[src/rtl/cec_tx_pkg.sv]
package cec_tx_pkg;
  localparam int MAX_BYTES = 16;
  localparam int DATA_W    = MAX_BYTES * 8;
  localparam int IDX_W     = $clog2(MAX_BYTES);
  localparam int SLOT_W    = 4;               // 8 data + EOM + ACK = 10 slots
  localparam logic [SLOT_W-1:0] SLOT_EOM = 4'd8;
  localparam logic [SLOT_W-1:0] SLOT_ACK = 4'd9;

  typedef enum logic [1:0] {ST_IDLE, ST_WAIT, ST_SEND} tx_state_e;

  // Value of one slot of byte byte_idx: data bits MSB first, then EOM, then ACK (sent as 1)
  function automatic logic frame_bit(input logic [DATA_W-1:0] data,
                                     input logic [IDX_W-1:0]  byte_idx,
                                     input logic [SLOT_W-1:0] slot,
                                     input logic [IDX_W-1:0]  last_idx);
    logic r;
    if (slot < SLOT_EOM)       r = data[{byte_idx, ~slot[2:0]}];
    else if (slot == SLOT_EOM) r = (byte_idx == last_idx);
    else                       r = 1'b1;
    return r;
  endfunction

  // Destination nibble 15 marks a broadcast frame
  function automatic logic is_broadcast(input logic [3:0] dest);
    return dest == 4'hF;
  endfunction
endpackage

[src/rtl/cec_tick_div.sv]
module cec_tick_div #(
  parameter int DIV_W = 12
) (
  input  logic             clk,
  input  logic             rst_n,
  input  logic [DIV_W-1:0] div_cnt,
  output logic             tick
);
  logic [DIV_W-1:0] cnt_q;

  assign tick = (cnt_q == div_cnt);

  always_ff @(posedge clk) begin
    if (!rst_n)    cnt_q <= '0;
    else if (tick) cnt_q <= '0;
    else           cnt_q <= cnt_q + 1'b1;
  end

  AST_TICK_SPACED: assert property (@(posedge clk) disable iff (!rst_n)
    (tick && div_cnt != '0 && $stable(div_cnt)) |=> !tick);
endmodule

[src/rtl/cec_idle_mon.sv]
module cec_idle_mon #(
  parameter int TW = 8
) (
  input  logic          clk,
  input  logic          rst_n,
  input  logic          en,
  input  logic          tick,
  input  logic          line,
  input  logic [TW-1:0] t_idle,
  output logic          idle_ok
);
  localparam logic [TW-1:0] CNT_MAX = '1;
  logic [TW-1:0] free_q;

  assign idle_ok = en && (free_q >= t_idle);

  always_ff @(posedge clk) begin
    if (!rst_n || !en)    free_q <= '0;
    else if (tick) begin
      if (!line)          free_q <= '0;
      else if (free_q != CNT_MAX) free_q <= free_q + 1'b1;
    end
  end

  AST_IDLE_RESTART: assert property (@(posedge clk) disable iff (!rst_n)
    (en && $past(en) && $past(tick) && !$past(line)) |-> !idle_ok || t_idle == '0);
endmodule

[src/rtl/cec_frame_tx.sv]
module cec_frame_tx
  import cec_tx_pkg::*;
#(
  parameter int DIV_W = 12,
  parameter int TW    = 8
) (
  input  logic              clk,
  input  logic              rst_n,
  input  logic [DIV_W-1:0]  div_cnt,
  input  logic [TW-1:0]     t_idle,
  input  logic [TW-1:0]     t_start_low,
  input  logic [TW-1:0]     t_start_per,
  input  logic [TW-1:0]     t_zero_low,
  input  logic [TW-1:0]     t_one_low,
  input  logic [TW-1:0]     t_bit_per,
  input  logic [TW-1:0]     t_ack_smp,
  input  logic [DATA_W-1:0] tx_data,
  input  logic [IDX_W-1:0]  len_m1,
  input  logic              start,
  input  logic              cec_line,
  output logic              cec_drive_low,
  output logic              busy,
  output logic              done,
  output logic              tx_good,
  output logic              arb_lost,
  output logic              irq
);
  tx_state_e         state_q;
  logic [TW-1:0]     ph_q;
  logic              in_start_q;
  logic [IDX_W-1:0]  byte_q;
  logic [SLOT_W-1:0] slot_q;
  logic              retry_q;
  logic              nack_q;
  logic              armed_q;
  logic              drive_q, done_q, good_q, arb_q, irq_q;

  // Named internal events
  logic              tick, idle_ok;
  logic              cur_bit, is_ack, last_byte;
  logic [TW-1:0]     low_len, per_len;
  logic              accept, send_tick, sample_pt, ack_sample, arb_hit, bit_end;

  cec_tick_div #(.DIV_W(DIV_W)) u_div (
    .clk(clk), .rst_n(rst_n), .div_cnt(div_cnt), .tick(tick));

  cec_idle_mon #(.TW(TW)) u_idle (
    .clk(clk), .rst_n(rst_n), .en(state_q == ST_WAIT), .tick(tick),
    .line(cec_line), .t_idle(t_idle), .idle_ok(idle_ok));

  assign cur_bit    = in_start_q ? 1'b0 : frame_bit(tx_data, byte_q, slot_q, len_m1);
  assign is_ack     = !in_start_q && (slot_q == SLOT_ACK);
  assign last_byte  = (byte_q == len_m1);
  assign low_len    = in_start_q ? t_start_low : (cur_bit ? t_one_low : t_zero_low);
  assign per_len    = in_start_q ? t_start_per : t_bit_per;
  assign accept     = (state_q == ST_IDLE) && start && armed_q;
  assign send_tick  = (state_q == ST_SEND) && tick;
  assign sample_pt  = send_tick && !in_start_q && (ph_q == t_ack_smp);
  assign ack_sample = sample_pt && is_ack;
  assign arb_hit    = sample_pt && !is_ack && cur_bit && !cec_line;
  assign bit_end    = send_tick && (ph_q == per_len - TW'(1));

  always_ff @(posedge clk) begin
    if (!rst_n) begin
      state_q <= ST_IDLE;  ph_q <= '0;   in_start_q <= 1'b0;
      byte_q <= '0;        slot_q <= '0; retry_q <= 1'b0;
      nack_q <= 1'b0;      armed_q <= 1'b0;
      drive_q <= 1'b0;     done_q <= 1'b0; good_q <= 1'b0;
      arb_q <= 1'b0;       irq_q <= 1'b0;
    end else begin
      irq_q <= 1'b0;
      if (state_q != ST_IDLE) armed_q <= 1'b0;
      else if (!start)        armed_q <= 1'b1;
      else if (accept)        armed_q <= 1'b0;

      unique case (state_q)
        ST_IDLE: if (accept) begin
          state_q <= ST_WAIT;
          retry_q <= 1'b0;
          done_q  <= 1'b0; good_q <= 1'b0; arb_q <= 1'b0;
        end
        ST_WAIT: if (tick && idle_ok && cec_line) begin
          state_q    <= ST_SEND;
          ph_q       <= '0;
          in_start_q <= 1'b1;
          byte_q     <= '0;
          slot_q     <= '0;
          nack_q     <= 1'b0;
        end
        ST_SEND: if (tick) begin
          ph_q <= ph_q + 1'b1;
          if (ph_q == '0)      drive_q <= 1'b1;
          if (ph_q == low_len) drive_q <= 1'b0;
          if (ack_sample)
            nack_q <= is_broadcast(tx_data[3:0]) ? !cec_line : cec_line;
          if (arb_hit) begin
            drive_q <= 1'b0;
            state_q <= ST_IDLE;
            done_q  <= 1'b1; arb_q <= 1'b1; irq_q <= 1'b1;
          end else if (bit_end) begin
            ph_q <= '0;
            if (in_start_q) begin
              in_start_q <= 1'b0;
              slot_q     <= '0;
            end else if (!is_ack) begin
              slot_q <= slot_q + 1'b1;
            end else if (nack_q) begin
              if (retry_q) begin
                state_q <= ST_IDLE;
                done_q  <= 1'b1; irq_q <= 1'b1;
              end else begin
                retry_q <= 1'b1;
                state_q <= ST_WAIT;
              end
            end else if (last_byte) begin
              state_q <= ST_IDLE;
              done_q  <= 1'b1; good_q <= 1'b1; irq_q <= 1'b1;
            end else begin
              byte_q <= byte_q + 1'b1;
              slot_q <= '0;
            end
          end
        end
        default: state_q <= ST_IDLE;
      endcase
    end
  end

  assign cec_drive_low = drive_q;
  assign busy          = (state_q != ST_IDLE);
  assign done          = done_q;
  assign tx_good       = good_q;
  assign arb_lost      = arb_q;
  assign irq           = irq_q;

  AST_DRIVE_ON_TICK: assert property (@(posedge clk) disable iff (!rst_n)
    (cec_drive_low != $past(cec_drive_low)) |-> $past(tick));
  AST_DRIVE_ONLY_SENDING: assert property (@(posedge clk) disable iff (!rst_n)
    (state_q != ST_SEND) |-> !cec_drive_low);
  AST_IRQ_SINGLE: assert property (@(posedge clk) disable iff (!rst_n)
    irq |=> !irq);
  AST_IRQ_ENDS_BUSY: assert property (@(posedge clk) disable iff (!rst_n)
    irq |-> (done && !busy && $past(busy)));
  AST_GOOD_NEEDS_DONE: assert property (@(posedge clk) disable iff (!rst_n)
    tx_good |-> done);
  AST_ARB_RELEASED: assert property (@(posedge clk) disable iff (!rst_n)
    arb_lost |-> (!tx_good && !cec_drive_low));
  AST_NO_REARM: assert property (@(posedge clk) disable iff (!rst_n)
    (start && $past(start) && !busy) |=> !busy);
  AST_AT_MOST_TWO: assert property (@(posedge clk) disable iff (!rst_n)
    (retry_q && state_q == ST_SEND && bit_end && is_ack && nack_q) |=> !busy);
endmodule

[config.mk]
export PLATFORM = sky130hd
export DESIGN_NAME = cec_frame_tx
export DESIGN_NICKNAME = d
export VERILOG_FILES = /design/src/rtl/cec_tx_pkg.sv /design/src/rtl/cec_tick_div.sv /design/src/rtl/cec_idle_mon.sv /design/src/rtl/cec_frame_tx.sv
export SDC_FILE = /design/constraint.sdc
export NUM_CORES = 1
export LEC_CHECK = 0
export ABC_AREA = 1
export BUFFER_PORTS_ARGS = -buffer_cell sky130_fd_sc_hd__buf_2
export CAP_MARGIN = 20
export CORE_UTILIZATION = 53
export CTS_CLUSTER_SIZE = 12
export DETAILED_ROUTE_END_ITERATION = 10
export GPL_TIMING_DRIVEN = 0
export HOLD_SLACK_MARGIN = 0.1
export MAX_ROUTING_LAYER = met4
export PLACE_DENSITY = 0.88
export SLEW_MARGIN = 25
export SYNTH_ARGS = -nofsm -noshare
export SYNTH_HDL_FRONTEND = slang
export SYNTH_SLANG_ARGS = --single-unit
[constraint.sdc]
create_clock -name clk -period 3.9 [get_ports clk]
set_clock_uncertainty 0.05 [all_clocks]
set_input_delay 0.39 -clock clk [delete_from_list [all_inputs] [get_ports clk]]
set_output_delay 0.39 -clock clk [all_outputs]
set_load 0.02 [all_outputs]
## Word level (Yosys, flattened, before mapping)

Cells that the tools add are included.

- Add/subtract/negate cells: 6
- Multipliers: 0
- Divide/modulo/power cells: 0
- $lt $le $gt $ge: 3
- Equal/unequal tests: 33
- Shift operators: 0
- Multiplexer cells: 91
- Bitwise operators: 2
- Reduce and logical (&&, ||, !) cells: 41

Operator list:

| kind | count |
|---|---|
| $mux 8 | 9 |
| $mux 4 | 15 |
| $mux 1 | 47 |
| $ne 2x2->1 const B | 13 |
| $eq 8x8->1 | 3 |
| $mux 2 | 9 |
| $reduce_and 9->1 | 2 |
| $add 8x1->8 const B | 2 |
| $ne 4x4->1 const B | 4 |
| $pmux 4 s2 | 2 |
| $pmux 8 s2 | 1 |
| $reduce_and 8->1 | 2 |
| $logic_and 1x1->1 | 14 |
| $reduce_and 7->1 | 2 |
| $add 12x1->12 const B | 1 |
| $eq 12x12->1 | 1 |
| $eq 4x4->1 const B | 3 |
| $pmux 1 s2 | 6 |
| $ne 3x3->1 const B | 3 |
| $reduce_and 3->1 | 3 |
| $add 4x1->4 const B | 2 |
| $ge 8x8->1 | 1 |
| $logic_not 8->1 | 1 |
| $lt 7x8->1 const B | 1 |
| 20 further kinds | 29 |

- Register bits after elaboration: 47
- Bits in latches: 0
- RAM bits: 0
- Memory bits (read-only): 0
- Input bits: 204
- Output and inout port bits: 6
- Memories: 0

## Longest topological paths before layout

Gate-level depths: netlist (run 1).

- Word-level depth: 10
- Mapped depth: 25

## Hierarchy

From an unflattened synthesis (run 1), not the netlist that was laid out.

- Cells, all modules: 908
- Area total of the unflattened synthesis: 5177.5 µm²

Modules (own cells, without submodules):

| module | times used | cells each | area an instance (µm²) | seq. area each (µm²) |
|---|---|---|---|---|
| cec_frame_tx | 1 | 672 | 3689.8 | 540.5 |
| cec_tick_div | 1 | 124 | 777.0 | 240.2 |
| cec_idle_mon | 1 | 112 | 710.7 | 160.2 |

## Least setup slack after synthesis (run 1)

Ideal clock, no wire load.

- Path kind: register to register
- Start: register in_start_q
- End: register slot_q[0]
- Arrival: 2450 ps
- Required time: 3731 ps
- Path slack: 1281 ps
- Stages on the path, launching flop included: 23
- Buffers on the path: 1
- Cells stage by stage: dfxtp_1 > buf_4 > inv_2 > nand2_1 > nand2_1 > inv_1 > ha_1 > xor2_1 > o21ai_0 > a21oi_1 > inv_1 > a21oi_1 > o21ai_1 > nor2_1 > nand3_1 > nor2_1 > nand2_2 > inv_2 > nor2_4 > nor2_8 > nand2_2 > o21ai_2 > nor2_1

- Word-level cells in the longest chain between the ends: 8
- Elaborated cells between the ends (all ways): 24

RTL lines:

| what | RTL line | source |
|---|---|---|
| start: declaration | cec_frame_tx.sv:30 | `logic in_start_q;` |
| start signal: assignment | cec_frame_tx.sv:65 | `state_q <= ST_IDLE; ph_q <= '0; in_start_q <= 1'b0;` |
| start signal: assignment | cec_frame_tx.sv:85 | `in_start_q <= 1'b1;` |
| start signal: assignment | cec_frame_tx.sv:103 | `in_start_q <= 1'b0;` |
| branches (longest 8 deep; another with $sub 8x1->8) | -- |  |
| end signal: assignment | cec_frame_tx.sv:106 | `slot_q <= slot_q + 1'b1;` |
| end: declaration | cec_frame_tx.sv:32 | `logic [SLOT_W-1:0] slot_q;` |

Several ways; the timed one is not identified. The select of a mux whose other input is x is not followed.
A chain may end at the register's enable or synchronous reset.

## Final worst setup path (run 1)

- Start: register in_start_q
- End: register byte_q[3]

- Word-level cells in the longest chain between the ends: 8
- Elaborated cells between the ends (all ways): 18

RTL lines:

| what | RTL line | source |
|---|---|---|
| branches (longest 7 deep; another with $sub 8x1->8) | -- |  |
| $reduce_and 9->1 (no source line) * | -- |  |
| end signal: assignment | cec_frame_tx.sv:119 | `byte_q <= byte_q + 1'b1;` |
| end: declaration | cec_frame_tx.sv:31 | `logic [IDX_W-1:0] byte_q;` |

Every way passes the cells marked *.

==> results of run 1 <==
==> critical path, cell delays in order (launching register included) <==
cell	delay, ns
dfxtp_1	0.31
buf_4	0.18
inv_2	0.21
nand2_1	0.08
nand2_1	0.10
inv_1	0.06
ha_1	0.30
xor2_1	0.12
o21ai_0	0.09
a21oi_1	0.12
inv_1	0.05
a21oi_1	0.10
o21ai_1	0.07
nor2_1	0.09
nand3_1	0.08
nor2_1	0.30
nand2_2	0.09
inv_2	0.09
nor2_4	0.06
nor2_8	0.14
nand2_4	0.08
nor3_1	0.20
nor3_2	0.07
==> stage by stage <==
| stage | power [mW] | utilization (%) | worst slack [ns] |
|---|---|---|---|
| floorplan | 0.619 | - | 1.28 |
| detailed placement | 0.748 | 68.8 | 0.780 |
| CTS | 1.12 | 70.2 | 0.759 |
| global route | 1.18 | 70.3 | 0.487 |
| global placement | 0.746 | 68.8 | 0.841 |
| finish | 1.12 | 70.3 | 0.743 |
==> placed cells by master, fill, tap and decap left out, types with 4 or more instances in the layout <==
| cell | n |
|---|---|
| ha_1 | 17 |
| buf_4 | 5 |
| o21ai_0 | 12 |
| nand3_1 | 151 |
| inv_2 | 6 |
| buf_6 | 8 |
| inv_1 | 72 |
| nand4_1 | 20 |
| xor2_1 | 31 |
| dfxtp_1 | 47 |
| mux2i_1 | 4 |
| nor2_1 | 58 |
| clkbuf_8 | 6 |
| nand2_1 | 266 |
| nor4_1 | 7 |
| nor3_1 | 16 |
| xnor2_1 | 10 |
| buf_2 | 222 |
| clkbuf_1 | 6 |
| a21oi_1 | 33 |
==> state kept, by name, indices dropped and copies added, names as in the netlist <==
register,flops
u_div.cnt_q,12
ph_q,8
u_idle.free_q,8
byte_q,4
slot_q,4
state_q,2
arb_lost,1
armed_q,1
cec_drive_low,1
done,1
in_start_q,1
irq,1
nack_q,1
retry_q,1
tx_good,1
==> layout make-up <==
cell class / count / share of cell area (%)
Buffer: 33 / 3.52
Inverter: 81 / 4.89
Tap cell: 108 / 2.17
Antenna cell: 2 / 0.0805
Sequential cell: 47 / 15.1
Multi-Input combinational cell: 671 / 55.4
Clock inverter: 2 / 0.624
Clock buffer: 6 / 1.33
Timing Repair Buffer: 209 / 16.8
==> report_power, final <==
group,total [mW],internal [mW],switching (mW)
registers,0.490,0.485,0.00503
clock network,0.378,0.211,0.167
logic,0.251,0.129,0.122
==> how the worst min path moves through the flow <==
stage	start	end	cells after the start
final	start	armed_q$_SDFFE_PP0P_	2
after global routing	start	armed_q$_SDFFE_PP0P_	2
after CTS	start	armed_q$_SDFFE_PP0P_	2
after detailed placement	arb_lost$_SDFFE_PN0P_	arb_lost$_SDFFE_PN0P_	2
after global placement	arb_lost$_SDFFE_PN0P_	arb_lost$_SDFFE_PN0P_	2
after floorplan	retry_q$_SDFFE_PN0P_	retry_q$_SDFFE_PN0P_	2
==> kinds of logic after synthesis <==
kind of cell	synth area share (%)
AO/OA/AOI/OAI	7.65
XOR/XNOR	7.31
adder cells (fa/ha/maj)	4.33
buffers and inverters	10.7
flip-flops	19.2
multiplexers	0.816
AND/OR/NAND/NOR	50.1
==> metal layers <==
layer,up-vias,global-route usage [%],routed length [um]
li1,3172,-,-
met1,2758,38.0,6270
met2,289,55.6,7560
met3,44,4.22,1290
met4,0,13.2,452
met5,-,-,0
==> reports/metrics.cfg, run 1 <==
[clock_network]
cts_max_level = 2
cts_root_buf = clkbuf_8
cts_setup_buffers = 0
cts.repair.resized = 0
cts.clk_slew.worst_paths_ns = 0.09
tritoncts = done
ctsLongestPathBuffers = 2
cts-hold-fix-buffers = 0
cts_sinks = 47
insertion_delay_ns = 0.30
numCtsBuffers = 5

[yosys]
synth_top_area_share_pct = 20.3
synthesized_netlist_net_count = 1053
synth_sequential_area_ratio_pct = 19.2
synth_common_cells = nand2_1 (266), nand3_1 (151), inv_1 (72)
synth_enable_flop_cells = 0
syn-cell-area_um2 = 4910
post_synth_num_cell_types = 48
synth.area.top_cells = nand2_1 (20%), dfxtp_1 (19%), nand3_1 (15%), xor2_1 (5.5%), inv_1 (5.5%)
async_flop_share_pct = 0
avgSynthCellArea_um2 = 5.90
postSynth.topFlopCell = dfxtp_1
synthDominantAreaCellType = nand2_1
syn_inst = 832
most_repeated_cell_in_the_gate_level_netlist_after_synthesis = nand2_1
synth.ff_latch_count = 47
synth-warning-count = 0

[setup_path]
worst_setup_path_start_kind = flop
criticalPathCategory = flop to flop
reg2reg_depth = 22
setup.worst_path.start = in_start_q$_SDFFE_PN0P_
r2r_setup_slack_ns = 0.74
arrival_ns = 3.30
critPathMaxFanout = 10
r2r-start = in_start_q$_SDFFE_PN0P_
setup.worst_path.end = byte_q[3]$_SDFFE_PN0P_
setup.worst_path.end_class = flop
worst_r2r_endpoint = byte_q[3]$_SDFFE_PN0P_
timing.critical_path.required_ns = 4.05

[status]
status = complete, but fails checks
violations = DRC

[place]
place.detailed.hpwl_um = 12400
gp_congestion = 0.958
post-place-cells = 1149
detailed_place.area_um2 = 6090
port_buffers = 209

[hold_path]
path_category_of_the_worst_min_delay_check = input port to flop

[die]
die_area_um2 = 9650
num_io_pins = 210
coreArea_um2 = 8850
placementRows = 34
dieHeight_um = 98.2
initial_core_util_pct = 55.5
fp.dieW_um = 98.2

[grt]
grt_antenna_before_repair = 2
first_global_vias = 5661
grt_first_pass_wirelength_um = 25000
pin_count_of_the_biggest_net_entering_global_routing = 16
globalRouteTotalUtil_pct = 32.3
remaining_global_route_overflow = 0

[drt]
num_vias = 6263
detail_route.iter0.violations = 415
routed_wirelength_um = 15600
drc_markers = 18
drt-vias-per-instance = 5.40
route.detailed.wl_per_inst_um = 13.4
final_antenna_net_count = 0
drt-pass1-iter-count = 8

[sta]
timing_worst_slew_pin_value_ns = 0.543
layout_worst_path_cycle_share_pct = 81.0
setup_repair_after_global_routing_missed_its_margin = false
period_needed_ns = 3.16
finalSetupViolations = 0
slew_headroom_pct = 63.8
fin_setup_tns_ns = 0
report.final.hold_viol_count = 0
worst_hold_slack_ns = 0.210
pins_over_slew_limit = 0
maxClockFrequency_mhz = 317

[power]
vdd.ir_drop.worst_v = 0.000265
power_per_cell_area_nw_per_um2 = 180
power.leakage_nw = 3.15

[flow_run]
cap_violations = 0

[cells_and_area]
area_delta_synth_final_pct = 26.6
postLayoutCellArea_um2 = 6220
layout.area.seq_um2 = 941
filler_cell_count_in_the_final_layout = 837
finish.cell_count_without_fillers = 1159
multi_input_area_um2 = 3450
drive_gt1_share_pct = 25.9
layout.nets = 1269

Note: power is estimated with default switching activity, not from simulation.
==> run 2, diff against run 1 <==
- ABC_AREA: 1 -> 0
- CORE_UTILIZATION: 53 -> 48
- PLACE_DENSITY: 0.88 -> 0.82
- clock period: 3.9 -> 3 ns (I/O delays scaled with it)
==> run 2 against run 1 <==
Net effect: wire length shrank 2.5%; non-clock buffer count is 9 higher; register-to-register slack worse by 0.76 ns; the run ends with setup timing left; critical endpoint is now cec_drive_low$_SDFFE_PN0P_; sequential share of layout area shrank 0.19 points; first-iteration DRC count shrank 37%; count of clock-buffer cells in the layout unchanged; largest cell class unchanged; via count shrank 15%; die area grew 3.6%; final cell count is 21% lower.
==> reports/metrics.cfg, run 2 <==
[status]
status = complete, but fails checks  ; unchanged
violations = setup timing  ; was DRC

[clock_network]
cts.clk_slew.worst_paths_ns = 0.09  ; about the same
ctsLongestPathBuffers = 2  ; unchanged
insertion_delay_ns = 0.31  ; was 0.30 ns
cts-hold-fix-buffers = 0  ; unchanged
cts_sinks = 47  ; unchanged
numCtsBuffers = 5  ; unchanged
cts_root_buf = clkbuf_8  ; unchanged
tritoncts = done  ; unchanged
cts_max_level = 2  ; unchanged

[setup_path]
setup.worst_path.end_class = flop  ; unchanged
critPathMaxFanout = 10  ; unchanged
slowest_stage_delay_on_critical_path_ns = 0.65  ; was 0.31 ns
arrival_ns = 3.17  ; was 3.30 ns
worst_path_most_repeated_cell = buf_6
timing.critical_path.slowest_stage_cell = a2111oi_0  ; was dfxtp_1
worst_setup_path_start_kind = flop  ; unchanged
worst_r2r_endpoint = cec_drive_low$_SDFFE_PN0P_  ; was byte_q[3]$_SDFFE_PN0P_
r2r-start = slot_q[2]$_SDFFE_PN0P_  ; was in_start_q$_SDFFE_PN0P_
r2r_setup_slack_ns = -0.02  ; was 0.74 ns
criticalPathCategory = flop to flop  ; unchanged
reg2reg_depth = 13  ; was 22
path_cells = buf_2, buf_6, buf_6, mux2i_1, a2111oi_0, nand3_1, nand4_1, nor3_4, buf_4, a21o_1, or3_1, nand2_1, a21oi_1  ; was buf_4, inv_2, nand2_1, nand2_1, inv_1, ha_1, xor2_1, o21ai_0, a21oi_1, inv_1, a21oi_1, o21ai_1, nor2_1, nand3_1, nor2_1, nand2_2, inv_2, nor2_4, nor2_8, nand2_4, nor3_1, nor3_2
timing.critical_path.required_ns = 3.15  ; was 4.05 ns

[cells_and_area]
drive_gt1_share_pct = 38.9  ; was 25.9%
largest_registers = u_div.cnt_q: 12 flops, ph_q: 8 flops, u_idle.free_q: 8 flops  ; unchanged
largest_reg_flops = 12  ; unchanged
postLayoutCellArea_um2 = 6340  ; was 6220 um2
registers.top_by_ff_count = u_div.cnt_q  ; unchanged
area_delta_synth_final_pct = 37.5  ; was 26.6%
finish.cell_count_without_fillers = 911  ; was 1159
filler_cell_count_in_the_final_layout = 749  ; was 837
layout.nets = 1002  ; was 1269
most_common_library_cell_in_the_layout_ignoring_fill_and_taps = buf_2  ; was nand2_1
antenna_cells = 0  ; was 2
final_cell_mix = buf_2 (210), nand2_1 (46), xnor2_1 (45)  ; was nand2_1 (266), buf_2 (222), nand3_1 (151)
utilization_after_layout_pct = 68.2  ; was 70.3%
multi_input_area_um2 = 3610  ; was 3450 um2
layout.area.seq_um2 = 947  ; was 941 um2

[sta]
period_needed_ns = 3.02  ; was 3.16 ns
pins_over_slew_limit = 0  ; unchanged
report.final.hold_viol_count = 0  ; unchanged
pnr_worst_setup_slack_ns = -0.0217  ; was 0.743 ns
setup_repair_after_global_routing_missed_its_margin = true  ; was false
finalSetupViolations = 1  ; was 0
maxClockFrequency_mhz = 331  ; was 317 MHz
timing_worst_slew_pin_value_ns = 0.674  ; was 0.543 ns
slew_headroom_pct = 53.9  ; was 63.8%
layout_worst_path_cycle_share_pct = 101  ; was 81.0%
fin_setup_tns_ns = -0.0217  ; was 0 ns
worst_hold_slack_ns = 0.144  ; was 0.210 ns

[yosys]
async_flop_share_pct = 0  ; unchanged
dominant_combinational_cell_family_by_area_after_synthesis = simple AND/OR/NAND/NOR gates  ; unchanged
syn_inst = 553  ; was 832
syn-cell-area_um2 = 4610  ; was 4910 um2
avgSynthCellArea_um2 = 8.34  ; was 5.90 um2
synth_enable_flop_cells = 0  ; unchanged
synth.area.mux_share_pct = 19.1  ; was 0.815%
synth.area.top_cells = dfxtp_1 (20%), mux4_2 (9.3%), mux2i_1 (9.1%), xnor2_1 (8.9%), ha_1 (4.6%)  ; was nand2_1 (20%), dfxtp_1 (19%), nand3_1 (15%), xor2_1 (5.5%), inv_1 (5.5%)
synth-warning-count = 0  ; unchanged
synthDominantAreaCellType = dfxtp_1  ; was nand2_1
synth.ff_latch_count = 47  ; unchanged
synth_sequential_area_ratio_pct = 20.4  ; was 19.2%
postSynth.topFlopCell = dfxtp_1  ; unchanged
synthesized_netlist_net_count = 774  ; was 1053
post_synth_num_cell_types = 66  ; was 48
yosys.area_share.simple_pct = 22.3  ; was 50.1%
synth_top_area_share_pct = 20.4  ; was 20.3%
synth_common_cells = dfxtp_1 (47), xnor2_1 (47), nand2_1 (46)  ; was nand2_1 (266), nand3_1 (151), inv_1 (72)
share_of_the_synthesized_area_in_compound_gates_ao_oa_aoi_oai_pct = 17.0  ; was 7.65%
synth_xor_xnor_area_share_pct = 11.4  ; was 7.31%
adder_and_majority_gate_portion_of_the_synthesized_area_pct = 4.61  ; was 4.33%

[drt]
route.detailed.wl_per_inst_um = 16.7  ; was 13.4 um
final_antenna_net_count = 0  ; unchanged
drt-vias-per-instance = 5.81  ; was 5.40
drt-pass1-iter-count = 5  ; was 8
num_vias = 5296  ; was 6263
drc_markers = 0  ; was 18
detail_route.iter0.violations = 263  ; was 415
routed_wirelength_um = 15200  ; was 15600 um

[hold_path]
holdPathEnd = armed_q$_SDFFE_PP0P_  ; unchanged
hold_depth = 2  ; unchanged
path_category_of_the_worst_min_delay_check = input port to flop  ; unchanged
min_from = start  ; unchanged

[power]
p_total_mw = 1.44  ; was 1.12 mW
power.leakage_nw = 2.56  ; was 3.15 nW
vdd.ir_drop.worst_v = 0.000167  ; was 0.000265 V
power_per_cell_area_nw_per_um2 = 227  ; was 180 nW/um2

[grt]
pin_count_of_the_biggest_net_entering_global_routing = 19  ; was 16
grt_first_pass_wirelength_um = 22900  ; was 25000 um
grt_antenna_before_repair = 0  ; was 2
remaining_global_route_overflow = 0  ; unchanged
globalRouteTotalUtil_pct = 29.3  ; was 32.3%
first_global_vias = 4963  ; was 5661

[place]
post-place-cells = 890  ; was 1149
place.detailed.hpwl_um = 11900  ; was 12400 um
port_buffers = 208  ; was 209
dp_worst_setup_slack_ns = -0.395  ; was 0.780 ns
gp_congestion = 0.960  ; was 0.958
detailed_place.area_um2 = 5860  ; was 6090 um2

[flow_run]
cap_violations = 0  ; unchanged

[die]
placementRows = 35  ; was 34
die_area_um2 = 10000  ; was 9650 um2
coreArea_um2 = 9280  ; was 8850 um2
dieHeight_um = 100  ; was 98.2 um
fp.dieW_um = 100  ; was 98.2 um
initial_core_util_pct = 49.6  ; was 55.5%
num_io_pins = 210  ; unchanged

-- run 2: changes by cell type in the layout (fill, tap and decap cells not counted), moves of 12 or more --
cell | before | now
a21oi_1 | 33 | 17
a22oi_1 | 0 | 13
buf_2 | 222 | 210
inv_1 | 72 | 21
mux2i_1 | 4 | 39
mux4_2 | 0 | 19
nand2_1 | 266 | 46
nand3_1 | 151 | 25
nor2_1 | 58 | 44
xnor2_1 | 10 | 45
xor2_1 | 31 | 13
-- run 2: worst max path at each step --
stage	startpoint	endpoint	depth (start not counted)
6_report	slot_q[2]$_SDFFE_PN0P_	cec_drive_low$_SDFFE_PN0P_	13
5_1_grt	slot_q[2]$_SDFFE_PN0P_	in_start_q$_SDFFE_PN0P_	13
4_1_cts	in_start_q$_SDFFE_PN0P_	ph_q[6]$_SDFFE_PN0P_	11
3_5_place_dp	in_start_q$_SDFFE_PN0P_	byte_q[2]$_SDFFE_PN0P_	14
3_3_place_gp	in_start_q$_SDFFE_PN0P_	byte_q[3]$_SDFFE_PN0P_	14
2_1_floorplan	in_start_q$_SDFFE_PN0P_	byte_q[1]$_SDFFE_PN0P_	14
-- run 2: repair_timing --
action / 4_1_cts / 5_1_grt
endpoints found under the setup margin: 22 / 24
pin swaps: 10 / 13
endpoints found under the hold margin: 0 / 0
setup buffers: 10 / 5
gates cloned: 1 / 0
resized for setup: 28 / 29
-- run 2: layout make-up --
type	instances	area share, %
sequential	47	14.9
timing repair buffer	224	18.7
multi-input combinational	452	57.0
inverter	24	1.48
clock buffer	6	1.30
clock inverter	2	0.612
tap	129	2.55
buffer	27	3.36
-- run 2: metal layers --
layer	track usage, %	wire [um]
met1	32.7	5890
met2	53.7	7840
met3	3.62	1100
met4	10.3	350
met5	-	0
-- run 2: power breakdown --
part	internal [mW]	switching, mW	leakage, nW	total [mW]
logic	0.175	0.130	2.12	0.305
registers	0.628	0.00798	0.381	0.636
clock network	0.274	0.224	0.0618	0.498
-- run 2: critical path: cells and delay by family, from the launching register on --
family	cells	cell delay, ns
simple gates	5	0.84
compound gates	3	0.92
mux	1	0.09
buf+inv	4	0.70
flops	1	0.31
-- run 2: cells by family after synthesis --
kind of cell	count (synthesis)
simple gates	201
compound gates	110
mux	64
xor+xnor	60
buf+inv	54
flops	47
fa+ha+maj	17
